==> src/rtl/dac_unpack.sv <==
module dac_unpack #(
  parameter int WORD_W   = 32,
  parameter int HALF_W   = 16,
  parameter int SAMPLE_W = 20
) (
  input  logic                       clk,
  input  logic                       rst_n,
  input  logic [7:0]                 ctrl,
  input  logic                       tick,
  input  logic                       word_valid,
  input  logic [WORD_W-1:0]          word_data,
  output logic                       word_ready,
  output logic signed [SAMPLE_W-1:0] ch0_sample,
  output logic signed [SAMPLE_W-1:0] ch1_sample,
  output logic                       sample_valid,
  output logic                       underrun
);
  localparam int PAD = SAMPLE_W - HALF_W;

  typedef enum logic [1:0] {IDLE, SLOT0, SLOT1} st_t;
  st_t st;

  logic [SAMPLE_W-1:0] cur   [2];
  logic [HALF_W-1:0]   upper [2];
  logic [1:0]          half;
  logic                sel, en_s, wide_s, need, nxt_h;
  logic [SAMPLE_W-1:0] nxt_s;
  logic                unused_ctrl;

  assign sel         = (st == SLOT1);
  assign en_s        = ctrl[{sel, 2'b00}];
  assign wide_s      = ctrl[{sel, 2'b01}];
  assign need        = (st != IDLE) && en_s && (wide_s || !half[sel]);
  assign word_ready  = need;
  assign unused_ctrl = ^{ctrl[7:6], ctrl[3:2]};

  always_comb begin
    nxt_s = cur[sel];
    nxt_h = 1'b0;
    if (!en_s)
      nxt_s = '0;
    else if (!need)
      nxt_s = {upper[sel], {PAD{1'b0}}};
    else if (word_valid) begin
      if (wide_s)
        nxt_s = word_data[SAMPLE_W-1:0];
      else begin
        nxt_s = {word_data[HALF_W-1:0], {PAD{1'b0}}};
        nxt_h = 1'b1;
      end
    end
  end

  always_ff @(posedge clk) begin
    if (!rst_n) begin
      st           <= IDLE;
      cur[0]       <= '0;
      cur[1]       <= '0;
      upper[0]     <= '0;
      upper[1]     <= '0;
      half         <= '0;
      ch0_sample   <= '0;
      ch1_sample   <= '0;
      sample_valid <= 1'b0;
      underrun     <= 1'b0;
    end else begin
      sample_valid <= (st == SLOT1);
      case (st)
        IDLE:    if (tick) st <= SLOT0;
        SLOT0:   st <= SLOT1;
        default: st <= IDLE;
      endcase
      if (st != IDLE) begin
        cur[sel]  <= nxt_s;
        half[sel] <= nxt_h;
        if (need && word_valid && !wide_s)
          upper[sel] <= word_data[WORD_W-1:WORD_W-HALF_W];
        if (need && !word_valid)
          underrun <= 1'b1;
      end
      if (st == SLOT1) begin
        ch0_sample <= cur[0];
        ch1_sample <= nxt_s;
      end
    end
  end

  AST_UNDERRUN_STICKY: assert property (@(posedge clk) disable iff (!rst_n)
    underrun |=> underrun);
  AST_VALID_PULSE: assert property (@(posedge clk) disable iff (!rst_n)
    sample_valid |=> !sample_valid);
  AST_OFF_ZERO0: assert property (@(posedge clk) disable iff (!rst_n)
    sample_valid && !$past(ctrl[0], 2) |-> ch0_sample == '0);
  AST_OFF_ZERO1: assert property (@(posedge clk) disable iff (!rst_n)
    sample_valid && !$past(ctrl[4]) |-> ch1_sample == '0);
  AST_NARROW_PAD: assert property (@(posedge clk) disable iff (!rst_n)
    sample_valid && $past(ctrl[0] && !ctrl[1], 2) |-> ch0_sample[PAD-1:0] == '0);
  AST_WIDE_TAKE: assert property (@(posedge clk) disable iff (!rst_n)
    sample_valid && $past(ctrl[0] && ctrl[1] && word_ready && word_valid, 2)
    |-> ch0_sample == $past(word_data[SAMPLE_W-1:0], 2));
endmodule

==> config.mk <==
export PLATFORM = sky130hd
export DESIGN_NAME = dac_unpack
export DESIGN_NICKNAME = d
export VERILOG_FILES = /design/src/rtl/dac_unpack.sv
export SDC_FILE = /design/constraint.sdc
export NUM_CORES = 1
export LEC_CHECK = 0
export BUFFER_PORTS_ARGS = -buffer_cell sky130_fd_sc_hd__buf_2
export CAP_MARGIN = 5
export CORE_UTILIZATION = 40
export DETAILED_ROUTE_END_ITERATION = 8
export PLACE_DENSITY = 0.65
export SKIP_CTS_REPAIR_TIMING = 1
export SLEW_MARGIN = 0
export SYNTH_ARGS = -nofsm -noshare
export SYNTH_HDL_FRONTEND = slang
export SYNTH_SLANG_ARGS = --single-unit
==> constraint.sdc <==
create_clock -name clk -period 4.3 [get_ports clk]
set_input_delay 0.215 -clock clk [delete_from_list [all_inputs] [get_ports clk]]
set_output_delay 0.215 -clock clk [all_outputs]
set_load 0.01 [all_outputs]
==> impl_metrics.json <==
{
  "n_antenna_cell": 0,
  "period_needed_ns": 2.96,
  "critPathLaunch": "st[0]",
  "cts_buffers": 17,
  "drcViolationCount": 0,
  "coreArea_mm2": 0.0128,
  "async_reset_ff_share_pct": 0,
  "total_leakage_power_nw": 2.57,
  "crit_fanout": 42,
  "critical_path_arrival_ns": 3.13,
  "grt_max_degree": 46,
  "synth-seq-cells": 118,
  "synth_compound_area_share_pct": 18.0,
  "drive_gt1_share_pct": 27.2,
  "cp.required_ns": 4.47,
  "instances_no_fill": 724,
  "fp.dieH_um": 117,
  "synth_fa_ha_area_share_pct": 0,
  "period_share_pct": 68.9,
  "synthDistinctLibCells": 48,
  "grt_usage_pct": 20.6,
  "path_clk_slew_ns": 0.06,
  "reg2regPathDepth": 4,
  "first_pass_iters": 5,
  "nFillCells": 1164,
  "pwr_density_cell_mw_per_mm2": 465,
  "grt_overflow": 0,
  "syn_inst": 472,
  "wl_mm": 13.3,
  "ant_nets": 0,
  "finalMaxSlewViolations": 0,
  "cts_buffer_depth": 2,
  "min_path_type": "input port to flip-flop",
  "yosys.area_share.simple_pct": 16.3,
  "finalSetupViolations": 0,
  "placed_cells": 692,
  "skew_ns": 0.0109,
  "r2r-end": "upper[1][9]",
  "synthFlopType": "edfxtp_1",
  "grt_first_pass_wirelength_mm": 20.6,
  "die_width_um": 117,
  "nets": 583,
  "end_kind": "flip-flop",
  "cts.sinks": 118,
  "slew_headroom_pct": 20.4,
  "synth_top_area_share_pct": 40.7,
  "place.gp.congestion": 0.846,
  "timing.rr.start": "st[0]",
  "syn-num-nets": 516,
  "num_vias": 3958,
  "hpwl_mm": 8.73,
  "via_per_inst": 5.47,
  "tightest_slew_ns": 1.19,
  "synth_area_leaders": "edfxtp_1 (41%), dfxtp_1 (17%), nand2_1 (4.2%)",
  "drv_cap": 0,
  "clock_latency_ns": 0.41,
  "worst-r2r-setup-slack_ns": 1.34,
  "critical_path.startpoint_type": "flip-flop",
  "fmax_mhz": 337,
  "rsz0062_at_grt": "false",
  "setup_tns_ns": 0,
  "syn-cell-area_mm2": 0.00531,
  "area_growth_pct": 20.2,
  "die_area_mm2": 0.0137,
  "cts_tree": "yes",
  "hold_viol": 0,
  "rows": 41,
  "peakVddDrop_mv": 0.238,
  "synth_area_leader_cell": "edfxtp_1",
  "htreeDepth": 4,
  "synth_xor_area_share_pct": 0,
  "syn_area_per_cell_um2": 11.3,
  "antenna_found_initial": 0,
  "ys_warn_count": 0,
  "post_drt_wl_per_cell_um": 18.3,
  "path_class": "flip-flop to flip-flop",
  "num_io_pins": 87,
  "crit_path_end": "upper[1][9]",
  "synthMuxAreaShare_pct": 3.20,
  "yosysSeqAreaShare_pct": 58.1,
  "ys_top_cells_by_count": "edfxtp_1 (72), nand2_1 (59), nor2_1 (47), dfxtp_1 (46), and3_1 (32)",
  "synth_enable_flop_cells": 72,
  "synth_top_family_by_area": "compound AO/OA/AOI/OAI gates",
  "initial_utilization_pct": 41.6,
  "drt_iter0_drc": 322,
  "grt_pass1_vias": 3794,
  "cts_root_buffer": "clkbuf_16",
  "outcome": "finished, final reports clean",
  "post-synth-top-count-cell": "edfxtp_1",
  "port_buffers": 82
}
[registers in the layout, indices dropped and copies added (netlist names)]
signal	cells
ch0_sample	20
sample_valid	1
half	2
upper	32
cur	40
ch1_sample	20
underrun	1
st	2
[cell families (layout without fill, tap and decap cells)]
| logic type | Yosys count | after routing |
|---|---|---|
| mux | 16 | 16 |
| simple gates | 173 | 173 |
| buf+inv | 43 | 123 |
| compound gates | 122 | 122 |
| flops | 118 | 118 |
[worst max-delay path, cell delays in order (launching register included)]
cell and delay [ns]:
dfxtp_1 0.55, and2b_2 0.53, nand2_1 0.79, inv_1 0.49
and3_1 0.34
[metal layers]
metal  wire (µm)  track usage [%]  vias to the layer above
li1            -                -                     1875
met1        5980             27.2                     1931
met2        6150             31.8                      129
met3         902             6.75                       23
met4         246             7.26                        0
met5           0                0                        -
[worst min path at each step]
| stage | from | to | slack, ns | depth (start not counted) |
|---|---|---|---|---|
| 2_1_floorplan | tick | st[0] | 0.38 | 1 |
| 3_3_place_gp | ch1_sample[2] | ch1_sample[2] | 0.43 | 1 |
| 3_5_place_dp | ch1_sample[0] | ch1_sample[0] | 0.44 | 1 |
| 4_1_cts | tick | st[0] | 0.06 | 2 |
| 5_1_grt | tick | st[0] | 0.06 | 2 |
| 6_report | tick | st[0] | 0.07 | 2 |
[per-stage QoR]
step                      utilization [%]  hold WS (ns)  area (µm²)  total power, W  setup slack [ns]
after floorplan                         -         0.382        5310         0.00144              1.46
after global placement               45.1         0.432        5760         0.00152              1.41
after detailed placement             45.1         0.439        5760         0.00152              1.36
after CTS                            50.0        0.0555        6380         0.00298              1.35
after global routing                 50.0        0.0580        6380         0.00306              1.13
final                                50.0        0.0683        6380         0.00297              1.34
[cells in the final DEF (no fill, tap or decap), types with 3 or more instances in the layout]
master	instances
a21oi_1	19
nor3_1	6
mux2_2	5
clkinv_2	4
clkbuf_8	4
and3_1	32
a21boi_0	20
mux2i_1	8
a221oi_2	4
nor4_2	4
a21o_1	5
nor2_1	47
a21oi_2	3
clkbuf_16	19
a311oi_1	4
nand2b_1	8
buf_4	5
mux2_1	3
o22ai_1	6
buf_2	82
edfxtp_1	72
o32a_1	8
o21ai_0	17
a22oi_1	16
dfxtp_1	46
o21ai_1	4
nand2_1	59
a2bb2oi_2	8
inv_1	3
or3_1	4
[where the power goes]
| part | total [W] | internal, W | leakage (nW) | switching (W) |
|---|---|---|---|---|
| clock network | 0.00147 | 0.000980 | 0.309 | 0.000487 |
| registers | 0.00127 | 0.00125 | 1.12 | 0.0000218 |
| logic | 0.000232 | 0.0000823 | 1.13 | 0.000150 |
[layout make-up]
type	count	area, µm²	share of cell area, %
multi-input combinational	311	1990	31.3
clock inverter	7	87.6	1.37
clock buffer	25	538	8.43
tap	172	215	3.37
inverter	4	15.0	0.235
sequential	118	3080	48.3
timing repair buffer	87	448	7.02
Power figures use the tool's default switching activity.
